**src/rtl/vcm_pkg.sv**
```systemverilog
package vcm_pkg;
  // operand width of the full multiplier
  localparam int OP_W   = 8;
  // operand width of the leaf cell
  localparam int LEAF_W = 2;
  // operand width of one sub-multiplier (nibble)
  localparam int QUAD_W = OP_W / 2;
  // product width of one sub-multiplier
  localparam int SUB_W  = 2 * QUAD_W;
  // product width of the full multiplier
  localparam int PROD_W = 2 * OP_W;
  // number of quadrants per split level
  localparam int N_QUAD = 4;

  // quadrant index: bit 1 selects the high half of a, bit 0 the high half of b
  typedef logic [N_QUAD-1:0][SUB_W-1:0] sub_set_t;
endpackage

```
**src/rtl/vcm_cell2.sv**
```systemverilog
module vcm_cell2
  import vcm_pkg::*;
(
  input  logic [LEAF_W-1:0]   a,
  input  logic [LEAF_W-1:0]   b,
  output logic [2*LEAF_W-1:0] p
);
  logic       col_lo;
  logic [1:0] col_mid;
  logic [1:0] col_hi;

  always_comb begin
    // low column: vertical product of the low bits, no carry in
    col_lo  = a[0] & b[0];
    // middle column: sum of both cross products
    col_mid = {1'b0, a[1] & b[0]} + {1'b0, a[0] & b[1]};
    // high column: vertical product of the high bits plus middle carry
    col_hi  = {1'b0, a[1] & b[1]} + {1'b0, col_mid[1]};
    p       = {col_hi, col_mid[0], col_lo};
  end
endmodule

```
**src/rtl/vcm_combine.sv**
```systemverilog
module vcm_combine #(
  parameter int HW = 2
) (
  input  logic [2*HW-1:0] hh,
  input  logic [2*HW-1:0] hl,
  input  logic [2*HW-1:0] lh,
  input  logic [2*HW-1:0] ll,
  output logic [4*HW-1:0] p
);
  localparam int SW = 2 * HW;
  localparam int PW = 4 * HW;

  logic [SW:0] cross_sum;

  always_comb begin
    // the two cross sub-products share one weight
    cross_sum = {1'b0, hl} + {1'b0, lh};
    // {hh, ll} places the two vertical sub-products without an adder
    p = {hh, ll} + (PW'(cross_sum) << HW);
  end
endmodule

```
**src/rtl/vcm_mul4.sv**
```systemverilog
module vcm_mul4
  import vcm_pkg::*;
(
  input  logic [QUAD_W-1:0] a,
  input  logic [QUAD_W-1:0] b,
  output logic [SUB_W-1:0]  p
);
  logic [N_QUAD-1:0][2*LEAF_W-1:0] leaf_p;

  for (genvar q = 0; q < N_QUAD; q++) begin : g_leaf
    vcm_cell2 u_cell (
      .a (a[(q/2)*LEAF_W +: LEAF_W]),
      .b (b[(q%2)*LEAF_W +: LEAF_W]),
      .p (leaf_p[q])
    );
  end

  vcm_combine #(.HW(LEAF_W)) u_join (
    .hh (leaf_p[3]),
    .hl (leaf_p[2]),
    .lh (leaf_p[1]),
    .ll (leaf_p[0]),
    .p  (p)
  );
endmodule

```
**src/rtl/vcm_mul8_pipe.sv**
```systemverilog
module vcm_mul8_pipe
  import vcm_pkg::*;
(
  input  logic              clk,
  input  logic              rst,
  input  logic              in_valid,
  output logic              in_ready,
  input  logic [OP_W-1:0]   in_a,
  input  logic [OP_W-1:0]   in_b,
  output logic              out_valid,
  input  logic              out_ready,
  output logic [PROD_W-1:0] out_product
);
  sub_set_t          sub_now;
  sub_set_t          s1_sub;
  logic              s1_vld;
  logic              adv_out;
  logic              adv_s1;
  logic [PROD_W-1:0] sum_now;

  // four nibble sub-multipliers
  for (genvar q = 0; q < N_QUAD; q++) begin : g_quad
    vcm_mul4 u_quad (
      .a (in_a[(q/2)*QUAD_W +: QUAD_W]),
      .b (in_b[(q%2)*QUAD_W +: QUAD_W]),
      .p (sub_now[q])
    );
  end

  // stage occupancy and back-pressure
  always_comb begin
    adv_out  = !out_valid || out_ready;
    adv_s1   = !s1_vld || adv_out;
    in_ready = adv_s1;
  end

  // stage 1: sub-products
  always_ff @(posedge clk) begin
    if (rst) begin
      s1_vld <= 1'b0;
    end else if (adv_s1) begin
      s1_vld <= in_valid;
    end
  end

  always_ff @(posedge clk) begin
    if (adv_s1 && in_valid) begin
      s1_sub <= sub_now;
    end
  end

  vcm_combine #(.HW(QUAD_W)) u_final (
    .hh (s1_sub[3]),
    .hl (s1_sub[2]),
    .lh (s1_sub[1]),
    .ll (s1_sub[0]),
    .p  (sum_now)
  );

  // stage 2: final product (R1 reset clears it)
  always_ff @(posedge clk) begin
    if (rst) begin
      out_valid   <= 1'b0;
      out_product <= '0;
    end else if (adv_out) begin
      out_valid <= s1_vld;
      if (s1_vld) begin
        out_product <= sum_now;
      end
    end
  end


  hi_sub_chk: assert property (@(posedge clk) disable iff (rst)
    (in_valid && in_ready) |=>
      (s1_sub[3] == SUB_W'($past(in_a[OP_W-1:QUAD_W])) * SUB_W'($past(in_b[OP_W-1:QUAD_W]))));


  lo_sub_chk: assert property (@(posedge clk) disable iff (rst)
    (in_valid && in_ready) |=>
      (s1_sub[0] == SUB_W'($past(in_a[QUAD_W-1:0])) * SUB_W'($past(in_b[QUAD_W-1:0]))));


  out_hold_chk: assert property (@(posedge clk) disable iff (rst)
    (out_valid && !out_ready) |=> (out_valid && $stable(out_product)));


  s1_to_out_chk: assert property (@(posedge clk) disable iff (rst)
    (s1_vld && out_ready) |=> out_valid);


  empty_drain_chk: assert property (@(posedge clk) disable iff (rst)
    (!s1_vld && out_ready) |=> !out_valid);


  refused_pair_chk: assert property (@(posedge clk) disable iff (rst)
    (in_valid && !in_ready) |=> $stable(s1_sub));
endmodule

```
**config.mk**
```make
export PLATFORM = sky130hd
export DESIGN_NAME = vcm_mul8_pipe
export DESIGN_NICKNAME = d
export VERILOG_FILES = /design/src/rtl/vcm_pkg.sv /design/src/rtl/vcm_cell2.sv /design/src/rtl/vcm_combine.sv /design/src/rtl/vcm_mul4.sv /design/src/rtl/vcm_mul8_pipe.sv
export SDC_FILE = /design/constraint.sdc
export NUM_CORES = 1
export LEC_CHECK = 0
export BUFFER_PORTS_ARGS = -buffer_cell sky130_fd_sc_hd__buf_2
export CAP_MARGIN = 20
export CORE_UTILIZATION = 45
export DETAILED_ROUTE_END_ITERATION = 8
export SLEW_MARGIN = 40
export SYNTH_ARGS = -nofsm -noshare
export SYNTH_HDL_FRONTEND = slang
export SYNTH_SLANG_ARGS = --single-unit
```
**constraint.sdc**
```tcl
create_clock -name clk -period 4.8 [get_ports clk]
set_clock_uncertainty 0.2 [all_clocks]
set_input_delay 0 -clock clk [delete_from_list [all_inputs] [get_ports clk]]
set_output_delay 0 -clock clk [all_outputs]
set_load 0.02 [all_outputs]
```
==> metrics, run 1 <==
run status=completed; Max VDD drop=0.1378 mV; Sw Ratio=0.3581; Place WS=1.205 ns; number of rows in the core area=35; cells along the critical path=ha_1 -> inv_1 -> fa_1 -> nor2b_1 -> o21ai_0 -> a21boi_0 -> nor3_1 -> o21a_1 -> ha_1 -> a2111oi_0 -> o21ai_1 -> nand3_1 -> mux2_2 -> a211oi_1; half-perimeter wire length of the detailed placement result=6361 um; total clock buffers created by CTS=5; share of the synthesized area in the top cell type=0.2523; Post-Syn Area per Cell=10.01 um^2; via count=3110; post-synth net total=548; max_slew headroom=0.4995; leading cell types in the layout, fill and taps excluded=87 x sky130_fd_sc_hd__ha_1, 66 x sky130_fd_sc_hd__and2_1, 37 x sky130_fd_sc_hd__a21oi_1, 37 x sky130_fd_sc_hd__buf_2, 32 x sky130_fd_sc_hd__edfxtp_1; Critical Path Source Type=register; remaining antenna violation count=0; family with the most delay on the worst path=compound AO/OA/AOI/OAI gates; biggest area consumer among synthesized cells=sky130_fd_sc_hd__ha_1; number of global-route vias before repair=2959; relative area change from synthesis to final layout=12.64%; gate count after technology mapping=431; total power per unit cell area=309.2 mW/mm^2; final total negative setup slack=0 ns; Clock power frac=0.162; cell types with the largest area share after synthesis=sky130_fd_sc_hd__ha_1 25%, sky130_fd_sc_hd__edfxtp_1 22%, sky130_fd_sc_hd__and2_1 9.6%, sky130_fd_sc_hd__dfxtp_1 8.4%, sky130_fd_sc_hd__xnor2_1 5.3%; sum of overflow across all layers after global routing=0; setup repair after global routing missed its margin=false; M1 GR Usage=0.2324; cell with the most instances on the worst path=sky130_fd_sc_hd__ha_1; core area=0.009284 mm^2; wire length of the first global-routing pass=13520 um; Critical Path Sink Type=register; net total in the final layout=600; Clock Latency Late Sink=0.29 ns; DRC violation count after routing=0; Internal Dissipation=964.5 uW; Post-Synthesis Cell Area=0.004314 mm^2; layout cells sized above 1=0.1033; placer congestion estimate=0.8104; share of the yosys chip area belonging to registers=0.3063; number of clock sinks seen by CTS=50; Starting Density=0.4647; average wire length per cell after detail routing=13.05 um; width of the chip=99.92 um; drt initial violations=69; crit path kind=reg2reg; slowest cell on the critical path=sky130_fd_sc_hd__a2111oi_0; largest net degree at the start of global routing=33; Hold Fails Final Rpt=0; count of TritonRoute iterations in the first routing pass=4; Final Max Slew Viols=0; number of synthesized register bits=50; number of antenna diodes=0; combinational share of power=0.466; largest driver fanout on the critical path=4; post-route setup slack=1.102 ns; period utilization=0.7703; Total Routed Length=8000 um; quantity of I/O buffers inserted on ports=37; count of final setup violators=0; final critical-path required period=3.698 ns; number of warnings issued by yosys=0; max-cap violation count=0; clock buffer depth=2; setup repair bufs after CTS=0; overall routing resource usage=0.1718; standby leakage power=0.002345 uW; distinct cell type count after synthesis=41; type of the worst min-delay path=in2reg; portion of total power attributed to sequential cells=0.372; met2 track demand over resource in global routing=0.2912; Least-Margin Pin Slew=0.7508 ns; CTS tree=built; root cell of the clock tree=sky130_fd_sc_hd__clkbuf_8; CP arrival=3.71 ns; Clk pin slew, worst setup/hold paths=0.08 ns; Critical path buffers and inverters=1; die area=0.009983 mm^2; CP peak stage delay=0.50 ns; die height=99.92 um; initial antenna violation count=0; GR Util met3=0.02577; required time of the critical path=4.81 ns; I/O pin count=38; count of H-tree levels built during CTS=2; peak-usage layer in the global routing report=met2; highest achievable clock rate=0.2704 GHz; leading cell type in the layout, fill and taps excluded=sky130_fd_sc_hd__ha_1; total net switching power=538.0 uW; post-detailed-route via-to-cell ratio=5.073
==> sequential cells by signal, indices dropped and copies added, names as in the netlist <==
register / flops
out_valid: 1
s1_sub: 32
s1_vld: 1
out_product: 16
==> repair_timing <==
action	4_1_cts	5_1_grt
gates resized for setup	0	0
endpoints found under the hold margin	17	0
hold buffers	12	0
==> routing by layer <==
metal	up-vias	routed length [um]	part of all wire
met1	1432	3979	0.50
li1	1632	-	-
met2	42	3743	0.47
met5	-	0	0
met3	4	215	0.027
met4	0	61	0.0076
==> synth_stat cells <==
master and instances:
sky130_fd_sc_hd__a21o_2 1, sky130_fd_sc_hd__a211oi_2 2, sky130_fd_sc_hd__a21o_1 14, sky130_fd_sc_hd__a31oi_1 1, sky130_fd_sc_hd__xnor2_1 26, sky130_fd_sc_hd__or3_1 4, sky130_fd_sc_hd__nor2b_1 5, sky130_fd_sc_hd__mux2_2 1
sky130_fd_sc_hd__o21ai_1 1, sky130_fd_sc_hd__nor4b_1 2, sky130_fd_sc_hd__o21a_2 1, sky130_fd_sc_hd__nand3_1 5, sky130_fd_sc_hd__a2111oi_0 1, sky130_fd_sc_hd__nand4_1 2, sky130_fd_sc_hd__buf_2 3, sky130_fd_sc_hd__and2_1 66
sky130_fd_sc_hd__o21ai_0 10, sky130_fd_sc_hd__fa_1 10, sky130_fd_sc_hd__o21bai_1 5, sky130_fd_sc_hd__a21oi_1 37, sky130_fd_sc_hd__o21a_1 2, sky130_fd_sc_hd__o31ai_1 1, sky130_fd_sc_hd__clkbuf_1 3, sky130_fd_sc_hd__or4_1 1
sky130_fd_sc_hd__o211ai_1 3, sky130_fd_sc_hd__ha_1 87, sky130_fd_sc_hd__o32a_1 1, sky130_fd_sc_hd__a211oi_1 7, sky130_fd_sc_hd__nand2_1 24, sky130_fd_sc_hd__nand2b_1 3, sky130_fd_sc_hd__a21boi_0 1, sky130_fd_sc_hd__edfxtp_1 32
sky130_fd_sc_hd__nor3_1 2, sky130_fd_sc_hd__and3_1 1, sky130_fd_sc_hd__nor2_1 20, sky130_fd_sc_hd__or4b_1 1, sky130_fd_sc_hd__dfxtp_1 18, sky130_fd_sc_hd__a32oi_1 1, sky130_fd_sc_hd__xor2_1 6, sky130_fd_sc_hd__inv_1 19
sky130_fd_sc_hd__a311oi_1 1
==> stage by stage <==
stage                     power (uW)  hold slack (ns)  instance area [um^2]  instances    util
final                           1502          0.05669                  4860        613  0.5235
after global routing            1630          0.07328                  4860        613  0.5235
after CTS                       1520          0.04277                  4860        613  0.5235
after detailed placement        1262          0.03855                  4649        593  0.5008
after global placement          1252          0.01970                  4649        593  0.5008
after floorplan                 1106         -0.08257                  4314        431       -
==> kinds of logic (layout without fill, tap and decap cells) <==
group | Yosys count | after routing | synth area share
flip-flops | 50 | 50 | 0.3063
AO/OA/AOI/OAI | 90 | 90 | 0.1328
buffers and inverters | 25 | 78 | 0.02262
adder cells (fa/ha/maj) | 97 | 97 | 0.2987
AND/OR/NAND/NOR | 136 | 136 | 0.1720
XOR/XNOR | 32 | 32 | 0.06497
multiplexers | 1 | 1 | 0.002610
==> cell type report <==
cell class / instances / area (um^2)
inverters: 19 / 71.32
well taps: 129 / 161.4
flip-flops and latches: 50 / 1321
clock buffers: 8 / 90.09
multi-input cells: 356 / 2895
repair buffers: 51 / 320.3
fillers: 902 / 4424
==> power groups by stage <==
stage | Sequential [uW] | Clock (uW) | Combinational, uW
final | 559 | 243 | 700
after CTS | 560 | 253 | 707
after detailed placement | 570 | 0 | 692
after floorplan | 589 | 0 | 517
after global routing | 566 | 272 | 792
after global placement | 569 | 0 | 683
==> worst min-delay path, cell delays in order <==
cell and delay (ns):
sky130_fd_sc_hd__buf_2 0.16, sky130_fd_sc_hd__and2_1 0.15, sky130_fd_sc_hd__ha_1 0.13
==> worst paths after layout <==
path / start / endpoint / slack [ns] / depth (start not counted)
worst max-delay path: s1_sub[8] / out_product[14] / 1.10 / 14
worst min-delay path: in_a[5] / s1_sub[25] / 0.06 / 3
worst max register to register: s1_sub[8] / out_product[14] / 1.10 / 14
worst min register to register: out_product[9] / out_product[9] / 0.25 / 2
Note: power is estimated with default switching activity, not from simulation.
==> inputs of run 2 (changes only) <==
ABC_AREA = 1   (was default)
PLACE_DENSITY = 0.65   (was default)
clock period = 3 ns   (was 4.8 ns; I/O delays follow)
==> run 2 against run 1 <==
Clock power up 65%. First-iteration DRC count up 70%. Critical path type is now in2reg. Die area up 7.4%. Sequential share of layout area down 2.1 points. Flip-flop and latch count unchanged. Sequential power up 59%. Worst setup slack worse by 0.96 ns. Global-route usage down 0.10 points.
==> metrics, run 2 <==
number of instances in the placed design=749 (was 593); Place WS=0.1437 ns (was 1.205 ns); share of the yosys chip area belonging to registers=0.2847 (was 0.3063); cell with the most instances after synthesis=sky130_fd_sc_hd__nand2_1 (was sky130_fd_sc_hd__ha_1); Starting Density=0.4704 (was 0.4647); Post-Syn Area per Cell=7.760 um^2 (was 10.01 um^2); biggest area consumer among synthesized cells=sky130_fd_sc_hd__ha_1 (unchanged); post-synth net total=715 (was 548); number of warnings issued by yosys=0 (unchanged); Multi-input gate area=0.002915 mm^2 (was 0.002895 mm^2); distinct cell type count after synthesis=27 (was 41); leading cell type in the layout, fill and taps excluded=sky130_fd_sc_hd__nand2_1 (was sky130_fd_sc_hd__ha_1); Final Instance Area=0.005258 mm^2 (was 0.004860 mm^2); width of the chip=103.6 um (was 99.92 um); Regs by FF count=s1_sub x32, out_product x16 (unchanged); period utilization=0.9534; Max VDD drop=0.2844 mV (was 0.1378 mV); Hold Fails Final Rpt=0 (unchanged); I/O pin count=38 (unchanged); cells along the critical path=dlygate4sd3_1 -> buf_2 -> nand2_1 -> inv_1 -> ha_1 -> inv_1 -> fa_1 -> xnor2_2 -> ha_1 -> a21oi_2 -> nand2_1 -> nand2_1 -> nand2_1 -> a21oi_2 -> xnor2_1 (was ha_1 -> inv_1 -> fa_1 -> nor2b_1 -> o21ai_0 -> a21boi_0 -> nor3_1 -> o21a_1 -> ha_1 -> a2111oi_0 -> o21ai_1 -> nand3_1 -> mux2_2 -> a211oi_1); final standard cell utilization of the core=0.5330 (was 0.5235); Clock Latency Late Sink=0.30 ns (was 0.29 ns); layout cells sized above 1=0.1254 (was 0.1033); Critical Path Sink Type=register (unchanged); type of the worst min-delay path=in2reg (unchanged); leading cell types in the layout, fill and taps excluded=157 x sky130_fd_sc_hd__nand2_1, 113 x sky130_fd_sc_hd__inv_1, 78 x sky130_fd_sc_hd__ha_1 (was 87 x sky130_fd_sc_hd__ha_1, 66 x sky130_fd_sc_hd__and2_1, 37 x sky130_fd_sc_hd__a21oi_1, 37 x sky130_fd_sc_hd__buf_2, 32 x sky130_fd_sc_hd__edfxtp_1); post-route setup slack=0.1398 ns (was 1.102 ns); total power per unit cell area=513.4 mW/mm^2 (was 309.2 mW/mm^2); highest achievable clock rate=0.3496 GHz; via count=3698 (was 3110); root cell of the clock tree=sky130_fd_sc_hd__clkbuf_8 (unchanged); relative area change from synthesis to final layout=13.29% (was 12.64%); Async S/R FF share, synth=0 (unchanged); count of final setup violators=0 (unchanged); cell with the most instances on the worst path=sky130_fd_sc_hd__nand2_1 (was sky130_fd_sc_hd__ha_1); half-perimeter wire length of the detailed placement result=7180 um (was 6361 um); number of flip-flops under the largest register name=32 (unchanged); Final Max Slew Viols=0 (unchanged); DRC violation count after routing=0 (unchanged); drt initial violations=117 (was 69); number of synthesized register bits=50 (unchanged); net total in the final layout=754 (was 600); die height=103.6 um (was 99.92 um); fillers=927 (was 902); largest net degree at the start of global routing=33 (unchanged); setup repair after global routing missed its margin=true (was false); largest driver fanout on the critical path=8 (was 4); CP peak stage delay=0.54 ns (was 0.50 ns); standby leakage power=0.003146 uW (was 0.002345 uW); slowest cell on the critical path=sky130_fd_sc_hd__dlygate4sd3_1 (was sky130_fd_sc_hd__a2111oi_0); max_slew headroom=0.5380 (was 0.4995); number of global-route vias before repair=3532 (was 2959); run status=completed (unchanged); Sequential cell area=0.001321 mm^2 (unchanged); CP arrival=2.71 ns (was 3.71 ns); number of rows in the core area=36 (was 35); count of TritonRoute iterations in the first routing pass=4 (unchanged); leading cell types by count after synthesis=158 x sky130_fd_sc_hd__nand2_1, 116 x sky130_fd_sc_hd__inv_1, 87 x sky130_fd_sc_hd__ha_1 (was 87 x sky130_fd_sc_hd__ha_1, 66 x sky130_fd_sc_hd__and2_1, 37 x sky130_fd_sc_hd__a21oi_1); final critical-path required period=2.860 ns; max-cap violation count=0 (unchanged); final instance count without filler cells=771 (was 613); family with the most delay on the worst path=adder cells (was compound AO/OA/AOI/OAI gates); number of clock sinks seen by CTS=50 (unchanged); placer congestion estimate=0.8595 (was 0.8104); Post-Synthesis Cell Area=0.004641 mm^2 (was 0.004314 mm^2); number of antenna diodes=0 (unchanged); Least-Margin Pin Slew=0.6922 ns (was 0.7508 ns); quantity of I/O buffers inserted on ports=37 (unchanged); CTS tree=built (unchanged); cell types with the largest area share after synthesis=sky130_fd_sc_hd__ha_1 23%, sky130_fd_sc_hd__edfxtp_1 21%, sky130_fd_sc_hd__nand2_1 13%, sky130_fd_sc_hd__inv_1 9.4%, sky130_fd_sc_hd__dfxtp_1 7.8% (was sky130_fd_sc_hd__ha_1 25%, sky130_fd_sc_hd__edfxtp_1 22%, sky130_fd_sc_hd__and2_1 9.6%, sky130_fd_sc_hd__dfxtp_1 8.4%, sky130_fd_sc_hd__xnor2_1 5.3%); Total Routed Length=9025 um (was 8000 um); gate count after technology mapping=598 (was 431); overall routing resource usage=0.1708 (was 0.1718); clock buffer depth=2 (unchanged); required time of the critical path=2.85 ns (was 4.81 ns); placed standard-cell area=0.004913 mm^2 (was 0.004649 mm^2); count of H-tree levels built during CTS=2 (unchanged); die area=0.01072 mm^2 (was 0.009983 mm^2); remaining antenna violation count=0 (unchanged); register containing the most flip-flops in the final layout=s1_sub (unchanged); initial antenna violation count=0 (unchanged); Critical path buffers and inverters=4 (was 1); wire length of the first global-routing pass=15240 um (was 13520 um); core area=0.009864 mm^2 (was 0.009284 mm^2); Clk pin slew, worst setup/hold paths=0.10 ns (was 0.08 ns); Most used DFF post-synth=sky130_fd_sc_hd__edfxtp_1 (unchanged); Post-synth EDFFs=32 (unchanged); total clock buffers created by CTS=5 (unchanged); post-detailed-route via-to-cell ratio=4.796 (was 5.073); Worst Hold Slack=0.002836 ns (was 0.05669 ns); sum of overflow across all layers after global routing=0 (unchanged); Critical Path Source Type=input port (was register); average wire length per cell after detail routing=11.71 um (was 13.05 um); crit path kind=in2reg (was reg2reg); share of the synthesized area in the top cell type=0.2346 (was 0.2523)
## run 2: logic make-up after synthesis
group | share of synthesized area
simple gates | 0.2111
compound gates | 0.04826
fa+ha+maj | 0.2777
xor+xnor | 0.06417
buf+inv | 0.1140
flops | 0.2847
## run 2: through the flow
stage / setup TNS (ns) / total power [uW]
after floorplan: 0 / 1921
after global placement: 0 / 2164
after detailed placement: 0 / 2193
after CTS: 0 / 2611
after global routing: -0.1252 / 2944
final: 0 / 2699
## run 2: where the power goes
part,internal [uW],switching [uW]
sequential,843,43.7
clock,169,231
combinational,593,819
## run 2: worst paths after layout
| check | cells past startpoint | to | slack (ns) | from |
|---|---|---|---|---|
| worst max-delay path | 15 | s1_sub[15] | 0.14 | in_a[0] |
| worst min-delay path | 4 | s1_sub[24] | 0.003 | in_b[4] |
| worst max register to register | 20 | out_product[11] | 0.20 | s1_sub[16] |
| worst min register to register | 2 | out_product[5] | 0.27 | out_product[5] |
## run 2: what timing repair did
action,CTS,global route
resized for setup,0,22
setup buffers,0,5
endpoints found under the hold margin,22,0
endpoints found under the setup margin,0,10
hold buffers,9,0
## run 2: cell type report
type,count,share of cell area
Tap cell,133,0.03165
Sequential cell,50,0.2513
Inverter,116,0.08282
Timing Repair Buffer,53,0.06235
Clock inverter,3,0.004284
Multi-Input combinational cell,411,0.5545
Clock buffer,5,0.01309
## run 2: routing by layer
layer	up-vias	GRT usage	share of wire
met5	-	0	0
met1	1683	0.2140	0.46
met4	0	0.03416	0.0044
met3	2	0.01385	0.018
li1	1962	-	-
met2	51	0.3188	0.51
## run 2: worst register-to-register path, delay by kind of cell, from the launching register on
family,cells,cell delay (ns)
AO/OA/AOI/OAI,1,0.12
XOR/XNOR,2,0.20
adder cells (fa/ha/maj),3,0.84
buffers and inverters,7,0.50
flip-flops,1,0.35
AND/OR/NAND/NOR,7,0.48
==> inputs of run 3 (changes only) <==
HOLD_SLACK_MARGIN = 0.12   (was default)
==> run 3 against run 2 <==
Clock power about the same. Via count is 1.6% higher. Core utilization is 0.94 points higher. Combinational power hardly changed. Cell area up 1.8%. Global-route usage about the same. Wire length rose by 1.5%.
==> metrics, run 3 (same netlist as run 2, synthesis figures left out) <==
fillers=909 (was 927); CTS tree=built (unchanged); remaining antenna violation count=0 (unchanged); highest achievable clock rate=0.3504 GHz (was 0.3496 GHz); required time of the critical path=2.85 ns (about the same); quantity of I/O buffers inserted on ports=37 (unchanged); initial antenna violation count=0 (unchanged); slowest cell on the critical path=sky130_fd_sc_hd__dlygate4sd3_1 (unchanged); net total in the final layout=761 (was 754); max_slew headroom=0.5363 (was 0.5380); number of flip-flops under the largest register name=32 (unchanged); setup repair after global routing missed its margin=true (unchanged); standby leakage power=0.003175 uW (was 0.003146 uW); Least-Margin Pin Slew=0.6948 ns (was 0.6922 ns); Crit Reg-Reg Startpoint=s1_sub[16] (unchanged); core area=0.009864 mm^2 (unchanged); CP arrival=2.71 ns (about the same); period utilization=0.9512 (was 0.9534); hold wc startpoint=in_a[2] (was in_b[4]); Total Routed Length=9162 um (was 9025 um); Worst Hold Path EP=s1_sub[10] (was s1_sub[24]); average wire length per cell after detail routing=11.78 um (was 11.71 um); register containing the most flip-flops in the final layout=s1_sub (unchanged); number of global-route vias before repair=3537 (was 3532); Clock Latency Late Sink=0.30 ns (about the same); Regs by FF count=s1_sub x32, out_product x16 (unchanged); Final Max Slew Viols=0 (unchanged); Hold Fails Final Rpt=0 (unchanged); final total negative setup slack=0 ns (unchanged); max-cap violation count=0 (unchanged); relative area change from synthesis to final layout=15.29% (was 13.29%); count of TritonRoute iterations in the first routing pass=4 (unchanged); count of H-tree levels built during CTS=2 (unchanged); placer congestion estimate=0.8595 (unchanged); count of final setup violators=0 (unchanged); sum of overflow across all layers after global routing=0 (unchanged); type of the worst min-delay path=in2reg (unchanged); post-detailed-route via-to-cell ratio=4.828 (was 4.796); cells along the critical path=dlygate4sd3_1 -> buf_2 -> nand2_1 -> inv_1 -> ha_1 -> ha_1 -> ha_4 -> a21oi_1 -> nand2_1 -> xor2_1 -> ha_1 -> nand2_1 -> nand2_1 -> a21oi_2 -> xnor2_1 (was dlygate4sd3_1 -> buf_2 -> nand2_1 -> inv_1 -> ha_1 -> inv_1 -> fa_1 -> xnor2_2 -> ha_1 -> a21oi_2 -> nand2_1 -> nand2_1 -> nand2_1 -> a21oi_2 -> xnor2_1); die area=0.01072 mm^2 (unchanged); endpoint of the most critical register-to-register path=out_product[14] (was out_product[11]); crit path kind=in2reg (unchanged); largest net degree at the start of global routing=33 (unchanged); register-to-register setup slack=0.22 ns (was 0.20 ns); Max VDD drop=0.2851 mV (was 0.2844 mV); number of rows in the core area=36 (unchanged); Critical path buffers and inverters=3 (was 4); Critical Path Sink Type=register (unchanged); I/O pin count=38 (unchanged); final standard cell utilization of the core=0.5424 (was 0.5330); leading cell type in the layout, fill and taps excluded=sky130_fd_sc_hd__nand2_1 (unchanged); root cell of the clock tree=sky130_fd_sc_hd__clkbuf_8 (unchanged); Critical Path Source Type=input port (unchanged); wire length of the first global-routing pass=15260 um (was 15240 um); Clk pin slew, worst setup/hold paths=0.10 ns (about the same); family with the most delay on the worst path=adder cells (unchanged); via count=3756 (was 3698); total power per unit cell area=509.5 mW/mm^2 (was 513.4 mW/mm^2); layout cells sized above 1=0.1318 (was 0.1254); number of antenna diodes=0 (unchanged); Starting Density=0.4704 (unchanged); CP peak stage delay=0.54 ns (about the same); number of cell instances on the worst register-to-register path=18 (was 20); clock buffer depth=2 (unchanged); number of instances on the worst hold path=5 (was 4); cell with the most instances on the worst path=sky130_fd_sc_hd__nand2_1 (unchanged); run status=completed (unchanged); final critical-path required period=2.853 ns (was 2.860 ns); overall routing resource usage=0.1711 (was 0.1708); DRC violation count after routing=0 (unchanged); drt initial violations=124 (was 117); leading cell types in the layout, fill and taps excluded=156 x sky130_fd_sc_hd__nand2_1, 112 x sky130_fd_sc_hd__inv_1, 77 x sky130_fd_sc_hd__ha_1 (was 157 x sky130_fd_sc_hd__nand2_1, 113 x sky130_fd_sc_hd__inv_1, 78 x sky130_fd_sc_hd__ha_1); number of clock sinks seen by CTS=50 (unchanged); half-perimeter wire length of the detailed placement result=7180 um (unchanged); width of the chip=103.6 um (unchanged); largest driver fanout on the critical path=5 (was 8); total clock buffers created by CTS=5 (unchanged); die height=103.6 um (unchanged)
run 3: changes by cell type in the layout (fill, tap and decap cells not counted), sizes merged:
cell	delta
dlygate4sd3	+7
run 3: report_power, final:
part	total (uW)	switching [uW]	internal [uW]
Clock	402	233	169
Sequential	887	44.3	843
Combinational	1440	829	608
Total	2730	1110	1620
run 3: metal layers:
layer	share of wire	GRT usage	wire, um
met5	0	0	0
met4	0.011	0.03830	99
met3	0.019	0.01385	171
met2	0.51	0.3193	4660
met1	0.46	0.2128	4231
run 3: worst reg2reg max path, stage by stage, from the launching register on:
cell and delay [ns]:
sky130_fd_sc_hd__edfxtp_1 0.35, sky130_fd_sc_hd__ha_2 0.19, sky130_fd_sc_hd__inv_2 0.04, sky130_fd_sc_hd__fa_2 0.36
sky130_fd_sc_hd__inv_2 0.06, sky130_fd_sc_hd__nand4_1 0.07, sky130_fd_sc_hd__o211ai_1 0.12, sky130_fd_sc_hd__a21oi_1 0.10
sky130_fd_sc_hd__o21bai_1 0.23, sky130_fd_sc_hd__ha_1 0.32, sky130_fd_sc_hd__buf_4 0.16, sky130_fd_sc_hd__nand2_1 0.05
sky130_fd_sc_hd__nand2_1 0.05, sky130_fd_sc_hd__nand2_2 0.07, sky130_fd_sc_hd__nand3_1 0.08, sky130_fd_sc_hd__nand2_1 0.06
sky130_fd_sc_hd__nand3_1 0.07, sky130_fd_sc_hd__nand2_1 0.08, sky130_fd_sc_hd__inv_1 0.04
run 3: cell type report:
cell class | count | area (um^2) | share of cell area
Clock buffer | 5 | 68.82 | 0.01286
Tap cell | 133 | 166.4 | 0.03110
Sequential cell | 50 | 1321 | 0.2470
Multi-Input combinational cell | 411 | 2938 | 0.5491
Inverter | 116 | 435.4 | 0.08138
Timing Repair Buffer | 60 | 397.9 | 0.07437
Clock inverter | 3 | 22.52 | 0.004210
run 3: what timing repair did:
action | CTS | global route
endpoints found under the hold margin | 27 | 0
hold buffers | 16 | 0
resized for setup | 0 | 27
buffers inserted | 0 | 5
endpoints found under the setup margin | 0 | 11
run 3: worst max path at each step:
| stage | slack, ns | to | from | cells after the start |
|---|---|---|---|---|
| floorplan | 0.40 | out_product[13] | s1_sub[8] | 17 |
| global placement | 0.22 | out_product[13] | s1_sub[8] | 17 |
| detailed placement | 0.14 | out_product[13] | s1_sub[8] | 17 |
| CTS | 0.05 | s1_sub[7] | in_b[0] | 15 |
| global route | -0.05 | out_product[13] | s1_sub[16] | 17 |
| finish | 0.15 | s1_sub[31] | in_b[4] | 15 |
run 3: per-stage QoR:
step                      hold slack [ns]  instance area, um^2  total power (uW)  setup slack [ns]  cells
after floorplan                  -0.03287                 4641              1921            0.3971    598
after global placement            0.07254                 4913              2164            0.2150    749
after detailed placement          0.08657                 4913              2193            0.1437    749
after CTS                          0.1435                 5165              2620           0.04982    773
after global routing               0.1857                 5350              2967          -0.04847    778
final                              0.1580                 5350              2726            0.1465    778
